**src/rtl/pb_pkg.sv**
```systemverilog
package pb_pkg;
    typedef enum logic [1:0] {
        ST_IDLE,
        ST_FILL,
        ST_PLAY,
        ST_REWIND
    } pb_state_e;
endpackage

```
**src/rtl/pb_store.sv**
```systemverilog
module pb_store #(
    parameter int CAP = 16,
    parameter int DW  = 32,
    localparam int IW = (CAP > 1) ? $clog2(CAP) : 1
) (
    input  logic          clk,
    input  logic          wr_en,
    input  logic [IW-1:0] wr_idx,
    input  logic [DW-1:0] wr_data,
    input  logic [IW-1:0] rd_idx,
    output logic [DW-1:0] rd_data
);
    logic [DW-1:0] mem [CAP];

    always_ff @(posedge clk) begin
        if (wr_en) begin
            mem[wr_idx] <= wr_data;
        end
    end

    assign rd_data = mem[rd_idx];
endmodule

```
**src/rtl/pb_fsm.sv**
```systemverilog
module pb_fsm
    import pb_pkg::*;
#(
    parameter int CAP = 16,
    parameter int AW  = 32,
    parameter int LW  = 16,
    parameter int RQW = 8,
    parameter int CW  = 32,
    localparam int PW = $clog2(CAP + 1),
    localparam int IW = (CAP > 1) ? $clog2(CAP) : 1
) (
    input  logic           clk,
    input  logic           rst_n,
    input  logic           dma_req,
    input  logic [AW-1:0]  dma_addr,
    input  logic [LW-1:0]  dma_len,
    output logic           dma_ready,
    output logic           dma_done,
    output logic           dma_kick,
    output logic           fetch_en,
    output logic [AW-1:0]  fetch_addr,
    input  logic           snk_req,
    input  logic [RQW-1:0] snk_count,
    output logic           snk_req_ready,
    output logic           snk_valid,
    input  logic           snk_ready,
    output logic [CW-1:0]  frame_cnt,
    output logic           wr_en,
    output logic [IW-1:0]  wr_idx,
    output logic [IW-1:0]  rd_idx
);
    pb_state_e      state, state_nx;
    logic [PW-1:0]  wp, rp, cnt, burst;
    logic [AW-1:0]  addr_q;
    logic [LW-1:0]  rem_q;
    logic           pending, resume;
    logic           done_q, kick_q;
    logic [CW-1:0]  frame_q;

    logic [LW-1:0]  len_frames, room, take_new, rem_frames, take_res;
    logic [PW-1:0]  avail;
    logic [RQW-1:0] avail_r, burst_n;
    logic           dma_go, snk_go, serve_ok;

    assign len_frames = {2'b00, dma_len[LW-1:2]};
    assign room       = LW'(CAP) - LW'(wp);
    assign take_new   = (len_frames < room) ? len_frames : room;
    assign rem_frames = {2'b00, rem_q[LW-1:2]};
    assign take_res   = (rem_frames < LW'(CAP)) ? rem_frames : LW'(CAP);
    assign avail      = wp - rp;
    assign avail_r    = RQW'(avail);
    assign burst_n    = (snk_count < avail_r) ? snk_count : avail_r;

    assign dma_go   = (state == ST_IDLE) && !pending && dma_req;
    assign snk_go   = (state == ST_IDLE) && !(dma_req && !pending) && snk_req;
    assign serve_ok = (snk_count != '0) && (avail != '0);

    // next-state logic
    always_comb begin
        state_nx = state;
        unique case (state)
            ST_IDLE: begin
                if (dma_go) begin
                    if (take_new != '0) state_nx = ST_FILL;
                end else if (snk_go && serve_ok) begin
                    state_nx = ST_PLAY;
                end
            end
            ST_FILL: begin
                if (cnt == PW'(1)) state_nx = ST_IDLE;
            end
            ST_PLAY: begin
                if (snk_ready && burst == PW'(1))
                    state_nx = (rp + PW'(1) == wp) ? ST_REWIND : ST_IDLE;
            end
            ST_REWIND: begin
                state_nx = pending ? ST_FILL : ST_IDLE;
            end
        endcase
    end

    // state register
    always_ff @(posedge clk or negedge rst_n) begin
        if (!rst_n) state <= ST_IDLE;
        else        state <= state_nx;
    end

    // datapath registers
    always_ff @(posedge clk or negedge rst_n) begin
        if (!rst_n) begin
            wp      <= '0;
            rp      <= '0;
            cnt     <= '0;
            burst   <= '0;
            addr_q  <= '0;
            rem_q   <= '0;
            pending <= 1'b0;
            resume  <= 1'b0;
            done_q  <= 1'b0;
            kick_q  <= 1'b0;
            frame_q <= '0;
        end else begin
            done_q <= 1'b0;
            kick_q <= 1'b0;
            unique case (state)
                ST_IDLE: begin
                    if (dma_go) begin
                        addr_q <= dma_addr;
                        rem_q  <= {dma_len[LW-1:2], 2'b00};
                        cnt    <= PW'(take_new);
                        if (take_new == '0) begin
                            if (len_frames == '0) done_q  <= 1'b1;
                            else                  pending <= 1'b1;
                        end
                    end else if (snk_go && serve_ok) begin
                        burst <= PW'(burst_n);
                    end
                end
                ST_FILL: begin
                    wp     <= wp + PW'(1);
                    addr_q <= addr_q + AW'(4);
                    rem_q  <= rem_q - LW'(4);
                    cnt    <= cnt - PW'(1);
                    if (cnt == PW'(1)) begin
                        if (rem_q == LW'(4)) begin
                            done_q  <= 1'b1;
                            pending <= 1'b0;
                        end else begin
                            pending <= 1'b1;
                        end
                        if (resume) kick_q <= 1'b1;
                        resume <= 1'b0;
                    end
                end
                ST_PLAY: begin
                    if (snk_ready) begin
                        rp      <= rp + PW'(1);
                        frame_q <= frame_q + CW'(1);
                        burst   <= burst - PW'(1);
                    end
                end
                ST_REWIND: begin
                    wp <= '0;
                    rp <= '0;
                    if (pending) begin
                        cnt    <= PW'(take_res);
                        resume <= 1'b1;
                    end
                end
            endcase
        end
    end

    // outputs
    always_comb begin
        dma_ready     = (state == ST_IDLE) && !pending;
        snk_req_ready = (state == ST_IDLE) && !(dma_req && !pending);
        fetch_en      = (state == ST_FILL);
        wr_en         = (state == ST_FILL);
        snk_valid     = (state == ST_PLAY);
        fetch_addr    = addr_q;
        wr_idx        = wp[IW-1:0];
        rd_idx        = rp[IW-1:0];
        dma_done      = done_q;
        dma_kick      = kick_q;
        frame_cnt     = frame_q;
    end

    AST_NO_OVERFLOW: assert property (@(posedge clk) disable iff (!rst_n) wp <= PW'(CAP));
    AST_RD_BEHIND_WR: assert property (@(posedge clk) disable iff (!rst_n) rp <= wp);
    AST_FRAME_STEP: assert property (@(posedge clk) disable iff (!rst_n)
        (snk_valid && snk_ready) |=> frame_q == $past(frame_q) + CW'(1));
    AST_DONE_READY: assert property (@(posedge clk) disable iff (!rst_n)
        dma_done |-> dma_ready);
    AST_PEND_REFUSE: assert property (@(posedge clk) disable iff (!rst_n)
        (state == ST_IDLE && pending && dma_req) |=> (rem_q == $past(rem_q) && wp == $past(wp)));
    AST_KICK_IDLE: assert property (@(posedge clk) disable iff (!rst_n)
        dma_kick |-> (state == ST_IDLE && !resume));
endmodule

```
**src/rtl/pb_buffer.sv**
```systemverilog
module pb_buffer #(
    parameter int CAP = 16,
    parameter int AW  = 32,
    parameter int LW  = 16,
    parameter int RQW = 8,
    parameter int CW  = 32,
    parameter int DW  = 32,
    localparam int IW = (CAP > 1) ? $clog2(CAP) : 1
) (
    input  logic           clk,
    input  logic           rst_n,
    input  logic           dma_req,
    input  logic [AW-1:0]  dma_addr,
    input  logic [LW-1:0]  dma_len,
    output logic           dma_ready,
    output logic           dma_done,
    output logic           dma_kick,
    output logic           fetch_en,
    output logic [AW-1:0]  fetch_addr,
    input  logic [DW-1:0]  fetch_word,
    input  logic           snk_req,
    input  logic [RQW-1:0] snk_count,
    output logic           snk_req_ready,
    output logic           snk_valid,
    input  logic           snk_ready,
    output logic [DW-1:0]  snk_data,
    output logic [CW-1:0]  frame_cnt
);
    logic          wr_en;
    logic [IW-1:0] wr_idx, rd_idx;

    pb_fsm #(.CAP(CAP), .AW(AW), .LW(LW), .RQW(RQW), .CW(CW)) u_fsm (
        .clk           (clk),
        .rst_n         (rst_n),
        .dma_req       (dma_req),
        .dma_addr      (dma_addr),
        .dma_len       (dma_len),
        .dma_ready     (dma_ready),
        .dma_done      (dma_done),
        .dma_kick      (dma_kick),
        .fetch_en      (fetch_en),
        .fetch_addr    (fetch_addr),
        .snk_req       (snk_req),
        .snk_count     (snk_count),
        .snk_req_ready (snk_req_ready),
        .snk_valid     (snk_valid),
        .snk_ready     (snk_ready),
        .frame_cnt     (frame_cnt),
        .wr_en         (wr_en),
        .wr_idx        (wr_idx),
        .rd_idx        (rd_idx)
    );

    pb_store #(.CAP(CAP), .DW(DW)) u_store (
        .clk     (clk),
        .wr_en   (wr_en),
        .wr_idx  (wr_idx),
        .wr_data (fetch_word),
        .rd_idx  (rd_idx),
        .rd_data (snk_data)
    );

    AST_HOLD_FRAME: assert property (@(posedge clk) disable iff (!rst_n)
        (snk_valid && !snk_ready) |=> (snk_valid && $stable(snk_data)));
    AST_FETCH_STEP: assert property (@(posedge clk) disable iff (!rst_n)
        (fetch_en && $past(fetch_en)) |-> fetch_addr == $past(fetch_addr) + AW'(4));
endmodule

```
**config.mk**
```make
export PLATFORM = sky130hd
export DESIGN_NAME = pb_buffer
export DESIGN_NICKNAME = d
export VERILOG_FILES = /design/src/rtl/pb_pkg.sv /design/src/rtl/pb_store.sv /design/src/rtl/pb_fsm.sv /design/src/rtl/pb_buffer.sv
export SDC_FILE = /design/constraint.sdc
export NUM_CORES = 1
export LEC_CHECK = 0
export ABC_AREA = 0
export CAP_MARGIN = 5
export CORE_ASPECT_RATIO = 2
export CORE_MARGIN = 3
export CORE_UTILIZATION = 57
export CTS_CLUSTER_DIAMETER = 60
export DETAILED_ROUTE_END_ITERATION = 8
export DONT_BUFFER_PORTS = 1
export PLACE_DENSITY = 0.79
export SKIP_CTS_REPAIR_TIMING = 1
export SLEW_MARGIN = 20
export SYNTH_ARGS = -nofsm -noshare
export SYNTH_HDL_FRONTEND = slang
export SYNTH_HIERARCHICAL = 1
export SYNTH_SLANG_ARGS = --single-unit
```
**constraint.sdc**
```tcl
create_clock -name clk -period 5.6 [get_ports clk]
set_clock_uncertainty 0.15 [all_clocks]
set_input_delay 0.84 -clock clk [delete_from_list [all_inputs] [get_ports clk]]
set_output_delay 0.84 -clock clk [all_outputs]
set_load 0.02 [all_outputs]
```
* Word-level counts from Yosys, hierarchy flattened
Memories as Yosys holds them, arrays and structs flattened. Index checks and enable logic that the tools add are counted.
Word-level totals: memory bits (writable) 512, flip-flop bits (word level) 106, output and inout bits 102, memories kept 1, logic and storage cells 117, input port bits 93
Memories:
- u_store.mem | words 16, bits a word 32, rd ports 1, clocked after memory_dff 0, write ports 1, RTL line pb_store.sv:13 | logic [DW-1:0] mem [CAP];
Operators by class: reductions and logical operators 29, equality and inequality tests 18, order comparisons 3, multiplexer cells 45, add/sub/neg operators 9
Operator list (count):
- 32-bit case mux with 2 select lines | 1
- 5-bit 2-to-1 mux | 8
- 32-bit by 1-bit adder with 32-bit output, second input constant | 1
- 32-bit by 3-bit adder with 32-bit output, second input constant | 1
- 16-bit zero test | 2
- 16-bit 2-to-1 mux | 2
- 32-bit 2-to-1 mux | 1
- 16-bit case mux with 2 select lines | 1
- 5-bit case mux with 2 select lines | 3
- 1-bit 2-to-1 mux | 18
- 16-bit by 3-bit equality test with 1-bit output, second input constant | 1
- 14-bit by 16-bit < comparator with 1-bit output | 1
- 16-bit nonzero test | 1
- 16-bit by 3-bit subtractor with 16-bit output, second input constant | 1
- 5-bit case mux with 3 select lines | 1
- 14-bit by 5-bit < comparator with 1-bit output, second input constant | 1
- 2-bit 2-to-1 mux | 6
- 5-bit by 1-bit adder with 5-bit output, second input constant | 2
- 5-bit by 1-bit equality test with 1-bit output, second input constant | 2
- 2-bit by 1-bit inequality test with 1-bit output, second input constant | 5
- 5-bit by 1-bit subtractor with 5-bit output, second input constant | 2
- 1-bit logical AND | 8
- 8-bit by 5-bit < comparator with 1-bit output | 1
- 2-bit inequality test, second input constant | 4
- 19 further kinds | 30

* Longest topological paths before layout
depth after elaboration 9, gate-level depth with buffers 14, mapped depth without buffers 14

* By module
Netlist, hierarchy kept.
Modules (own cells, without submodules):
- pb_store | sequential area each 15374.7 um2, area an instance 19194.7 um2, times used 1, cells an instance 806
- pb_fsm | sequential area each 2602.5 um2, area an instance 6677.7 um2, times used 1, cells an instance 759

* Worst setup path after synthesis
OpenSTA, ideal clock, no wires.
path kind register to register, start register u_fsm.state[1], end memory u_store.mem[0][0], enable pin, path buffers 2, slack 857 ps, cell stages (with the launch flop) 8, data arrival time 4132 ps, setup time 461 ps, clock period less this slack 4743 ps, data required time 4989 ps, path through dfrtp_1 -> inv_1 -> nand2_1 -> inv_1 -> clkbuf_1 -> buf_4 -> or3b_2 -> nor3_1
Between the ends: longest elaborated chain between the ends 3
RTL lines:
- start, declared | RTL line pb_fsm.sv:32 | pb_state_e state, state_nx;
- start signal, assigned | RTL line pb_fsm.sv:85 | else state <= state_nx;
- 2-bit by 1-bit equality test with 1-bit output
- named net fetch_en | RTL line pb_buffer.sv:18 | output logic fetch_en,
- 1-bit 2-to-1 mux | RTL line pb_store.sv:16 | if (wr_en) begin
- 1-bit 2-to-1 mux (not written as such) | RTL line pb_store.sv:17 | mem[wr_idx] <= wr_data;
- end, declared | RTL line pb_store.sv:13
The timed path passes the listed nets, and every way through them passes these cells.

* Final worst setup path
start register u_fsm.rp[1], end output port snk_data[9]
Between the ends: longest elaborated chain between the ends 1
RTL lines:
- start, declared | RTL line pb_fsm.sv:33 | logic [PW-1:0] wp, rp, cnt, burst;
- start signal, assigned | RTL line pb_fsm.sv:137 | rp <= rp + PW'(1);
- memory read 16 x 32 bit
- end, declared | RTL line pb_buffer.sv:26 | output logic [DW-1:0] snk_data,
No other way between the ends.

==> run summary <==
post-synthesis sequential area ratio -> 69.5%
Slew headroom -> 33.0%
clock buffer depth -> 3
gpl congestion -> 0.918
max incr delay on CP -> 0.90 ns
CTS buffer count -> 52
nets@finish -> 1690
Hold Slack -> -0.0153 ns
GRT Residual Overflow -> 0
DR vias -> 14625
share of Yosys cell area claimed by the top area cell type -> 59.4%
Crit Path Category -> reg -> out
CP Capture Type -> primary output
failing checks -> negative hold slack
DR iter-0 viols -> 1222
final hold vios -> 8
Worst IR Drop VDD -> 0.392 mV
CTS H-Tree Depth -> 2
Final Util -> 63.6%
Leak -> 9.27 nW
crit path setup slack, layout -> 1.31 ns
WL final -> 61100 um
Critical Path AT -> 3.30 ns
P per Cell Area -> 485 nW/um^2
core area -> 44600 sq um
antenna-violating nets left -> 0
status -> finished, violations left
CP Max Fanout -> 52
async set-or-reset flop fraction in the synthesized netlist -> 16.9%
final worst-path cycle share -> 76.6%
post-place setup slack -> 1.45 ns
placed insts -> 2063
fin crit period -> 4.29 ns
TritonCTS clock tree -> built
detailed placer's ending HPWL -> 35700 um
Slowest-stage cell, CP -> dfrtp_4
clk_lat worst skew -> 0.58 ns
Max Fclk -> 233 MHz
Flop pwr share -> 44.3%
Reg2Reg Capture Point -> u_fsm/burst[1]$_DFFE_PN0P_
share of post-route cells with drive strength above 1 -> 18.1%
worst r2r path cells -> 12
clock root buffer -> clkbuf_16
Die X -> 157 um
starting density of the core -> 58.0%
Setup Viol. Count Final -> 0
Mean Syn Cell Area -> 16.5 sq um
die height -> 307 um
clock network power share -> 27.0%
RSZ-0062 raised after global routing -> no
sw frac -> 33.8%
Mapped Nets -> 1691
residual DRC count -> 0
CP startpoint -> u_fsm/rp[1]$_DFFE_PN0P_
Cell variety after synth -> 78
Die Area -> 48100 sq um
io pins -> 195
Worst Path Required -> 4.61 ns
first-pass GRT wire length -> 93500 um
1st-pass router iterations -> 6
row cnt -> 109
clock sinks -> 616
Total GRT Usage -> 25.7%
combinational power share -> 28.7%
P_int -> 9.10 mW
initial antenna violation count -> 0
RR Startpoint -> u_fsm/rp[1]$_DFFE_PN0P_
top_reg_cell synth -> edfxtp_1
# port buffers -> 0
Final Non-Filler Cells -> 2160
area leader, netlist -> edfxtp_1
NetSw -> 4.64 mW
worst slew pin tran -> 0.997 ns
Area Growth Syn to Fin -> 9.55%
vias in the first global route -> 15691
critical path startpoint category -> flip-flop
Slew Limit Fails -> 0
Seq cells post-synth -> 616
worst min path class -> in -> async
Area contributors post-synth -> edfxtp_1 (59%), mux4_2 (11%), dfrtp_1 (10%), a22oi_1 (1.9%), ha_1 (1.5%)
Avg WL per Cell -> 28.3 um
DR vias/cell -> 6.77
max cap viols -> 0
critical-path cell list -> buf_4, mux4_2, a22oi_1, nand2_1
largest net degree at the start of global routing -> 129
yosys warns -> 6
Post-synth EDFFs -> 512
Synth Cell Area -> 25900 sq um
setup TNS -> 0 ns
Gate Count Post-Synth -> 1565
Inserted Diodes -> 0
Clk pin slew, worst setup/hold paths -> 0.07 ns
Reg2Reg Setup Slack -> 1.44 ns
[layout by cell type, fill, tap and decap left out, types with 21 or more instances in the layout]
master     Yosys  routed
nor3_1        41      37
o21ai_0       41      41
nand4_1       21      21
nand2_1      105     105
ha_1          32      32
clkbuf_16      0      52
edfxtp_1     512     512
dfrtp_1      104     101
inv_1         30      30
buf_4         18      29
nand3_1       42      42
mux4_2       128     128
nor2_1        75      62
a21oi_1       65      64
xnor2_1       30      30
a22oi_1       66      66
[Yosys cell counts, drive strengths merged (42+ instances only)]
master  instances
a21oi          66
a22oi          66
buf            44
clkbuf         43
dfrtp         104
edfxtp        512
mux4          128
nand2         105
nand3          42
nor2           75
nor3           46
o21ai          43
[worst max-delay path: cells and delay by family, from the launching register on]
kind / cells / cell delay (ns)
AND/OR/NAND/NOR: 1 / 0.25
AO/OA/AOI/OAI: 1 / 0.32
multiplexers: 1 / 0.40
flip-flops: 1 / 0.90
buffers and inverters: 1 / 0.75
[state kept, by name (all words and copies together), names as in the netlist, 2 cells and up]
name and count:
u_fsm/burst 5, u_fsm/cnt 5, u_fsm/fetch_addr 32, u_fsm/frame_cnt 32, u_fsm/rem_q 14, u_fsm/rp 5
u_fsm/state 2, u_fsm/wp 5, u_store/mem 512
[worst max path at each step]
stage                                        to  slack, ns
global placement     u_fsm/burst[1]$_DFFE_PN0P_       1.51
floorplan           u_store/mem[0][0]$_DFFE_PP_       0.86
global route         u_fsm/burst[1]$_DFFE_PN0P_       1.13
detailed placement   u_fsm/burst[1]$_DFFE_PN0P_       1.45
finish                              snk_data[9]       1.31
CTS                                 snk_data[9]       1.30
[layer usage]
layer | track usage, % | wire length [um] | up-vias
met1 | 29.7 | 20600 | 7466
met5 | 0 | 0 | -
met2 | 46.0 | 33100 | 754
met3 | 5.84 | 5080 | 157
met4 | 10.3 | 2270 | 0
li1 | - | - | 6248
[power by group through the flow]
stage	Clock [mW]	Combinational, mW	Sequential [mW]
after floorplan	0	3.18	5.92
after global placement	0	3.76	6.12
after detailed placement	0	3.89	6.16
after CTS	3.77	3.92	6.07
after global routing	3.94	4.29	6.14
final	3.72	3.94	6.09
[through the flow]
stage	instance area [sq um]	hold WS, ns	total power [mW]
final	28300	-0.0153	13.7
after CTS	28300	-0.218	13.8
after global placement	26500	0.335	9.88
after global routing	28300	0.0231	14.4
after detailed placement	26500	0.360	10.0
after floorplan	25900	0.315	9.09
[kinds of logic after synthesis]
kind of cell / synth area share [%]
flops: 69.5
simple gates: 6.53
compound gates: 7.24
mux: 11.5
buf+inv: 2.14
xor+xnor: 1.48
fa+ha+maj: 1.62
[layout make-up]
type | count | area, sq um
flip-flops and latches | 616 | 18000
multi-input cells | 832 | 7510
repair buffers | 32 | 293
clock buffers | 57 | 1330
fillers | 2951 | 16300
well taps | 555 | 694
inverters | 30 | 113
clock inverters | 38 | 420
Power figures use the tool's default switching activity.
